`src/rtl/vpf_pkg.sv`:
```
package vpf_pkg;

  localparam int PIN_W    = 20;
  localparam int SMP_W    = 10;
  localparam int RGB_W    = 8;
  localparam int NARROW_W = 8;
  localparam int STAT_W   = 8;

  typedef enum logic [2:0] {
    M_ITL8  = 3'd0,
    M_ITL10 = 3'd1,
    M_PAR16 = 3'd2,
    M_PAR20 = 3'd3,
    M_RGB12 = 3'd4,
    M_OFF   = 3'd7
  } fmt_e;

  typedef enum logic [1:0] {
    K_IDLE,
    K_PIX,
    K_CODE_A,
    K_CODE_B
  } slot_e;

  typedef struct packed {
    logic [PIN_W-1:0] dat;
    logic [PIN_W-1:0] oe;
  } pinword_t;

  function automatic fmt_e decode_fmt(input logic [2:0] raw);
    case (raw)
      3'd0:    return M_ITL8;
      3'd1:    return M_ITL10;
      3'd2:    return M_PAR16;
      3'd3:    return M_PAR20;
      3'd4:    return M_RGB12;
      default: return M_OFF;
    endcase
  endfunction

  function automatic logic is_itl(input fmt_e m);
    return (m == M_ITL8) || (m == M_ITL10);
  endfunction

  // Status word of a timing reference code with its protection bits.
  function automatic logic [STAT_W-1:0] tc_status(input logic f, input logic v, input logic h);
    logic [3:0] prot;
    prot = {v ^ h, f ^ h, f ^ v, f ^ v ^ h};
    return {1'b1, f, v, h, prot};
  endfunction

  function automatic logic [PIN_W-1:0] pin_mask(input fmt_e m);
    case (m)
      M_ITL8:  return 20'hFF000;
      M_ITL10: return 20'hFFC00;
      M_PAR16: return 20'hFF3FC;
      M_PAR20: return 20'hFFFFF;
      M_RGB12: return 20'hFF3C0;
      default: return '0;
    endcase
  endfunction

  function automatic logic [PIN_W-1:0] place_itl(input fmt_e m, input logic [SMP_W-1:0] s);
    if (m == M_ITL10) return {s, {(PIN_W-SMP_W){1'b0}}};
    return {s[SMP_W-1 -: NARROW_W], {(PIN_W-NARROW_W){1'b0}}};
  endfunction

  function automatic logic [PIN_W-1:0] place_par(input fmt_e m, input logic [SMP_W-1:0] y,
                                                  input logic [SMP_W-1:0] c);
    if (m == M_PAR20) return {y, c};
    return {y[SMP_W-1 -: NARROW_W], 2'b00, c[SMP_W-1 -: NARROW_W], 2'b00};
  endfunction

  function automatic logic [PIN_W-1:0] rgb_rise(input logic [RGB_W-1:0] g, input logic [RGB_W-1:0] b);
    return {b, 2'b00, g[3:0], 6'b0};
  endfunction

  function automatic logic [PIN_W-1:0] rgb_fall(input logic [RGB_W-1:0] r, input logic [RGB_W-1:0] g);
    return {r[3:0], g[7:4], 2'b00, r[7:4], 6'b0};
  endfunction

endpackage

```
`src/rtl/vpf_slot_seq.sv`:
```
module vpf_slot_seq
  import vpf_pkg::*;
(
  input  logic        clk,
  input  logic        rst_n,
  input  logic [2:0]  fmt_raw_i,
  input  logic        line_start_i,
  input  logic        in_valid_i,
  input  logic        tc_req_i,
  input  logic        tc_f_i,
  input  logic        tc_v_i,
  input  logic        tc_h_i,
  output logic        phase_o,
  output logic        take_o,
  output fmt_e        eff_fmt_o,
  output fmt_e        held_fmt_o,
  output slot_e       kind_o,
  output logic        use_cr_o,
  output logic [STAT_W-1:0] code_stat_o,
  output logic        code_a_fire_o
);

  logic              phase_q;
  fmt_e              fmt_q;
  logic              par_q;
  logic              pend_q;
  logic [STAT_W-1:0] pend_stat_q;
  logic              par_clr;
  logic              itl;

  assign phase_o     = phase_q;
  assign take_o      = ~phase_q;
  assign held_fmt_o  = fmt_q;
  assign code_stat_o = pend_stat_q;

  always_comb begin
    eff_fmt_o = (take_o && line_start_i) ? decode_fmt(fmt_raw_i) : fmt_q;
    itl       = is_itl(eff_fmt_o);
    if (pend_q && itl)                     kind_o = K_CODE_B;
    else if (tc_req_i && itl)              kind_o = K_CODE_A;
    else if (in_valid_i && eff_fmt_o != M_OFF) kind_o = K_PIX;
    else                                   kind_o = K_IDLE;
    par_clr       = line_start_i || (kind_o == K_CODE_A && !tc_h_i);
    use_cr_o      = par_clr ? 1'b0 : par_q;
    code_a_fire_o = take_o && (kind_o == K_CODE_A);
  end

  always_ff @(posedge clk or negedge rst_n) begin
    if (!rst_n) begin
      phase_q     <= 1'b0;
      fmt_q       <= M_OFF;
      par_q       <= 1'b0;
      pend_q      <= 1'b0;
      pend_stat_q <= '0;
    end else begin
      phase_q <= ~phase_q;
      if (take_o) begin
        fmt_q  <= eff_fmt_o;
        pend_q <= (kind_o == K_CODE_A);
        if (kind_o == K_CODE_A) pend_stat_q <= tc_status(tc_f_i, tc_v_i, tc_h_i);
        par_q  <= (kind_o == K_PIX) ? ~use_cr_o : use_cr_o;
      end
    end
  end

endmodule

```
`src/rtl/vpf_word_build.sv`:
```
module vpf_word_build
  import vpf_pkg::*;
(
  input  slot_e             kind_i,
  input  fmt_e              fmt_i,
  input  logic              use_cr_i,
  input  logic [SMP_W-1:0]  y_i,
  input  logic [SMP_W-1:0]  cb_i,
  input  logic [SMP_W-1:0]  cr_i,
  input  logic [RGB_W-1:0]  r_i,
  input  logic [RGB_W-1:0]  g_i,
  input  logic [RGB_W-1:0]  b_i,
  input  logic [STAT_W-1:0] code_stat_i,
  output pinword_t          w_first_o,
  output pinword_t          w_second_o
);

  logic [PIN_W-1:0] mask;
  logic [SMP_W-1:0] chroma;

  always_comb begin
    mask       = pin_mask(fmt_i);
    chroma     = use_cr_i ? cr_i : cb_i;
    w_first_o  = '0;
    w_second_o = '0;
    case (kind_i)
      K_PIX: begin
        w_first_o.oe  = mask;
        w_second_o.oe = mask;
        case (fmt_i)
          M_ITL8, M_ITL10: begin
            w_first_o.dat  = place_itl(fmt_i, chroma);
            w_second_o.dat = place_itl(fmt_i, y_i);
          end
          M_PAR16, M_PAR20: begin
            w_first_o.dat  = place_par(fmt_i, y_i, chroma);
            w_second_o.dat = place_par(fmt_i, y_i, chroma);
          end
          M_RGB12: begin
            w_first_o.dat  = rgb_rise(g_i, b_i);
            w_second_o.dat = rgb_fall(r_i, g_i);
          end
          default: begin
            w_first_o  = '0;
            w_second_o = '0;
          end
        endcase
      end
      K_CODE_A: begin
        w_first_o.oe   = mask;
        w_second_o.oe  = mask;
        w_first_o.dat  = place_itl(fmt_i, {SMP_W{1'b1}});
      end
      K_CODE_B: begin
        w_first_o.oe   = mask;
        w_second_o.oe  = mask;
        w_second_o.dat = place_itl(fmt_i, {code_stat_i, 2'b00});
      end
      default: ;
    endcase
  end

endmodule

```
`src/rtl/vpf_out_stage.sv`:
```
module vpf_out_stage
  import vpf_pkg::*;
(
  input  logic             clk,
  input  logic             rst_n,
  input  logic             take_i,
  input  pinword_t         w_first_i,
  input  pinword_t         w_second_i,
  output logic [PIN_W-1:0] pix_o,
  output logic [PIN_W-1:0] oe_o
);

  pinword_t out_q;
  pinword_t hold_q;

  always_ff @(posedge clk or negedge rst_n) begin
    if (!rst_n) begin
      out_q  <= '0;
      hold_q <= '0;
    end else if (take_i) begin
      out_q  <= w_first_i;
      hold_q <= w_second_i;
    end else begin
      out_q  <= hold_q;
    end
  end

  assign pix_o = out_q.dat;
  assign oe_o  = out_q.oe;

endmodule

```
`src/rtl/vid_pixel_port_fmt.sv`:
```
module vid_pixel_port_fmt
  import vpf_pkg::*;
(
  input  logic        clk,
  input  logic        rst_n,
  input  logic [2:0]  fmt_sel_i,
  input  logic        line_start_i,
  input  logic        in_valid_i,
  input  logic [9:0]  in_y_i,
  input  logic [9:0]  in_cb_i,
  input  logic [9:0]  in_cr_i,
  input  logic [7:0]  in_r_i,
  input  logic [7:0]  in_g_i,
  input  logic [7:0]  in_b_i,
  input  logic        tc_req_i,
  input  logic        tc_field_i,
  input  logic        tc_vblank_i,
  input  logic        tc_h_i,
  output logic        phase_o,
  output logic [19:0] pix_o,
  output logic [19:0] pix_oe_o
);

  logic              take;
  fmt_e              act_fmt;
  fmt_e              held_fmt;
  slot_e             slot_kind;
  logic              use_cr;
  logic [STAT_W-1:0] code_stat;
  logic              code_a_fire;
  logic [2:0]        mode_held_bits;
  pinword_t          w_first;
  pinword_t          w_second;

  assign mode_held_bits = held_fmt;

  vpf_slot_seq u_seq (
    .clk          (clk),
    .rst_n        (rst_n),
    .fmt_raw_i    (fmt_sel_i),
    .line_start_i (line_start_i),
    .in_valid_i   (in_valid_i),
    .tc_req_i     (tc_req_i),
    .tc_f_i       (tc_field_i),
    .tc_v_i       (tc_vblank_i),
    .tc_h_i       (tc_h_i),
    .phase_o      (phase_o),
    .take_o       (take),
    .eff_fmt_o    (act_fmt),
    .held_fmt_o   (held_fmt),
    .kind_o       (slot_kind),
    .use_cr_o     (use_cr),
    .code_stat_o  (code_stat),
    .code_a_fire_o(code_a_fire)
  );

  vpf_word_build u_build (
    .kind_i      (slot_kind),
    .fmt_i       (act_fmt),
    .use_cr_i    (use_cr),
    .y_i         (in_y_i),
    .cb_i        (in_cb_i),
    .cr_i        (in_cr_i),
    .r_i         (in_r_i),
    .g_i         (in_g_i),
    .b_i         (in_b_i),
    .code_stat_i (code_stat),
    .w_first_o   (w_first),
    .w_second_o  (w_second)
  );

  vpf_out_stage u_out (
    .clk        (clk),
    .rst_n      (rst_n),
    .take_i     (take),
    .w_first_i  (w_first),
    .w_second_i (w_second),
    .pix_o      (pix_o),
    .oe_o       (pix_oe_o)
  );

endmodule

```
`config.mk`:
```
export PLATFORM = sky130hd
export DESIGN_NAME = vid_pixel_port_fmt
export DESIGN_NICKNAME = d
export VERILOG_FILES = /design/src/rtl/vpf_pkg.sv /design/src/rtl/vpf_slot_seq.sv /design/src/rtl/vpf_word_build.sv /design/src/rtl/vpf_out_stage.sv /design/src/rtl/vid_pixel_port_fmt.sv
export SDC_FILE = /design/constraint.sdc
export NUM_CORES = 1
export LEC_CHECK = 0
export BUFFER_PORTS_ARGS = -buffer_cell sky130_fd_sc_hd__buf_2
export CAP_MARGIN = 20
export CORE_AREA = 5 5 82 84
export CTS_BUF_LIST = sky130_fd_sc_hd__clkbuf_4 sky130_fd_sc_hd__clkbuf_8
export DETAILED_ROUTE_END_ITERATION = 8
export DIE_AREA = 0 0 87 89
export GPL_ROUTABILITY_DRIVEN = 1
export PLACE_DENSITY = 0.92
export SLEW_MARGIN = 15
export SYNTH_ARGS = -nofsm -noshare
export SYNTH_HDL_FRONTEND = slang
export SYNTH_SLANG_ARGS = --single-unit
export TNS_END_PERCENT = 10
```
`constraint.sdc`:
```
create_clock -name clk -period 5.45 [get_ports clk]
set_clock_uncertainty 0.15 [all_clocks]
set_input_delay 0.545 -clock clk [delete_from_list [all_inputs] [get_ports clk]]
set_output_delay 0.545 -clock clk [all_outputs]
set_load 0.005 [all_outputs]
```
==> results.txt <==
count of input and output buffers = 105
Starting Density = 54.2%
dominant synthesized flop cell = dfrtp_1
# fillers = 446
Peak VDD IR = 0.000153 V
syn nets = 369
Final min period = 3.88 ns
critical-path maximum fanout = 44
FP Rows = 28
Routed WL per cell = 17.8 um
CP top delay family = compound AO/OA/AOI/OAI gates
Startpoint Class = flop
global-route wire length before repair = 13.1 mm
fmax = 0.258 GHz
Worst Reg-to-Reg Cells = 13
Die W = 87 um
GRT Overall Usage = 22.1%
die area = 7740 um^2
setup TNS = 0 ns
CP max-delay cell = mux2i_1
Hold WS = 0.209 ns
worst reg2reg path endpoint = u_out.hold_q[27]
post-place setup slack = 0.980 ns
syn avg cell area = 10.5 um^2
clock transition at the registers of the reported paths = 0.06 ns
antenna diode count = 0
Slew @ Worst Pin = 1.09 ns
multi-input logic area = 1340 um^2
CTS sink count = 64
Yosys warning count = 0
worst path cell trace = buf_4 > and3b_1 > a32o_1 > a221oi_2 > o21a_1 > inv_1 > ha_1 > nor2b_1 > nor3b_2 > buf_4 > mux2i_1 > a2bb2oi_1 > o31ai_1
initial antenna violation count = 0
post-synthesis async set-or-reset flop share = 100%
Yosys reg bits = 64
# placed instances = 455
Post-synth EDFFs = 0
FF/Latch Area = 1610 um^2
# H-tree levels = 3
Post-CTS Setup Bufs = 0
CP peak stage delay = 0.42 ns
Pins Over Slew Limit = 0
Layout Nets = 461
r2r startpoint = u_seq.phase_o
top cell type's share of synthesized area = 48.2%
global placement routability congestion = 0.893
Slew headroom = 27.2%
Avg Vias per Cell = 5.79
post-synth top area cell = dfrtp_1
status = finished, final reports clean
cts hold-fix bufs = 0
final hold violation count = 0
Die H = 89 um
CTS tree = done
cells after synthesis = 301
final setup fails = 0
Synth area leaders = dfrtp_1 48%, nand2_1 5.4%, mux2i_1 3.8%
final wirelength = 8.38 mm
clock root buffer = clkbuf_8
post-CTS sizing = 0
Critical Path RT = 5.50 ns
sequential area share after synthesis = 50.7%
GR Overflow Total = 0
RSZ-0062 raised after global routing = no
via count of the first global-routing pass = 2723
Cell Area, Synth = 3170 um^2
P per Cell Area = 278 nW/um^2
crit end category = flop
Detailed Place HPWL = 6.19 mm
Starting DRT DRC Count = 394
largest net degree at the start of global routing = 65
via count = 2725
total CTS buffers = 9
Worst EP arrival = 3.92 ns
worst skew pair latency = 0.34 ns
I/O Pins = 106
static leakage = 1.94 nW
stages on the worst setup path = 13
Area growth syn-to-layout = 19.5%
Post-DRT Antenna Nets = 0
post-synthesis cell type count = 48
setup slack after layout = 1.57 ns
WP buf/inv = 3
Max Cap Viol = 0
R2R Setup Slk = 1.57 ns
Hold Path Class = in2async
Post-route DRC = 0
core area = 5850 um^2
critical path class = reg2reg
share of post-route cells with drive strength above 1 = 36.4%
final period utilization = 71.2%
Bufs on Longest Clock Path = 2
drt first pass iters = 7
most used cell, CP = buf_4
fin cells = 471
==> how the worst max path moves through the flow <==
stage                                   to  slack, ns          start
final                     u_out.hold_q[27]       1.57  u_seq.phase_o
after detailed placement  u_out.hold_q[28]       0.98   line_start_i
after global routing       u_out.pix_o[18]       1.35  u_seq.phase_o
after CTS                   u_out.pix_o[7]       1.29  u_seq.phase_o
after floorplan           u_out.hold_q[28]       2.28  u_seq.phase_o
after global placement    u_out.hold_q[28]       1.28   line_start_i
==> synthesized netlist by cell type, types with 8 or more instances <==
master and instances:
a211o_1 10, inv_1 8, o21ai_0 23, a2bb2oi_1 8, dfrtp_1 61, mux2i_1 12
nand2_1 46, nor2_1 15, o21ai_1 11, buf_4 16, a222oi_1 8, a221oi_1 8
==> logic make-up after synthesis <==
kind of cell / Yosys count / synth area share, %
AO/OA/AOI/OAI: 88 / 21.1
AND/OR/NAND/NOR: 87 / 12.8
flip-flops: 64 / 50.7
buffers and inverters: 38 / 7.30
multiplexers: 16 / 5.57
XOR/XNOR: 5 / 1.38
adder cells (fa/ha/maj): 3 / 1.18
==> report_power, final <==
part           total [W]  switching (W)  internal (W)
sequential      0.000533      0.0000205      0.000513
combinational   0.000181       0.000100     0.0000806
clock           0.000337       0.000168      0.000169
==> worst reg2reg max path, delay by kind of cell (launching register included) <==
family / cells / cell delay, ns
flops: 1 / 0.34
buf+inv: 3 / 0.73
fa+ha+maj: 1 / 0.22
mux: 1 / 0.43
compound gates: 5 / 1.09
simple gates: 3 / 0.78
==> sequential cells by signal, summed over array words and instances (netlist names) <==
name               flops
u_seq.pend_q           1
u_out.pix_o           20
u_seq.par_q            1
u_seq.held_fmt_o       3
u_out.oe_o             5
u_out.hold_q          25
u_seq.phase_o          1
u_seq.code_stat_o      8
==> metrics by stage <==
stage | power (W) | instance area (um^2) | util (%)
CTS | 0.00105 | 3770 | 64.5
global route | 0.00110 | 3790 | 64.7
finish | 0.00105 | 3790 | 64.7
detailed placement | 0.000718 | 3610 | 61.8
global placement | 0.000708 | 3610 | 61.8
floorplan | 0.000648 | 3170 | -
==> final cells by class <==
cell class                 instances  share of cell area (%)
clock buffer                      10                    3.63
sequential                        64                    42.4
tap                               75                    2.48
inverter                          10                   0.991
timing repair buffer             109                    14.6
clock inverter                     4                   0.595
multi-input combinational        199                    35.3
==> cell usage in the layout, fill, tap and decap left out, drive strengths merged, types with 2 or more instances in the layout <==
master   count
buf        109
dfrtp       61
nand2       46
o21ai       34
nor2        17
mux2i       13
a211o       10
clkbuf      10
inv         10
a221oi       9
a2bb2oi      8
a222oi       8
nand3        6
o31ai        5
xnor2        4
nor3b        4
or2          3
nor2b        3
o21a         3
mux2         3
ha           3
clkinv       3
dfstp        3
nand2b       3
a21o         2
o41ai        2
a21oi        2
==> layer usage <==
| layer | wire [um] | part of all wire [%] | up-vias | track usage [%] |
|---|---|---|---|---|
| met2 | 3920 | 47 | 168 | 35.5 |
| met4 | 253 | 3.0 | 0 | 12.0 |
| met1 | 3440 | 41 | 1273 | 28.3 |
| met3 | 771 | 9.2 | 23 | 4.42 |
| li1 | - | - | 1261 | - |
| met5 | 0 | 0 | - | 0 |
No activity file was read; power rests on OpenSTA's default activity.
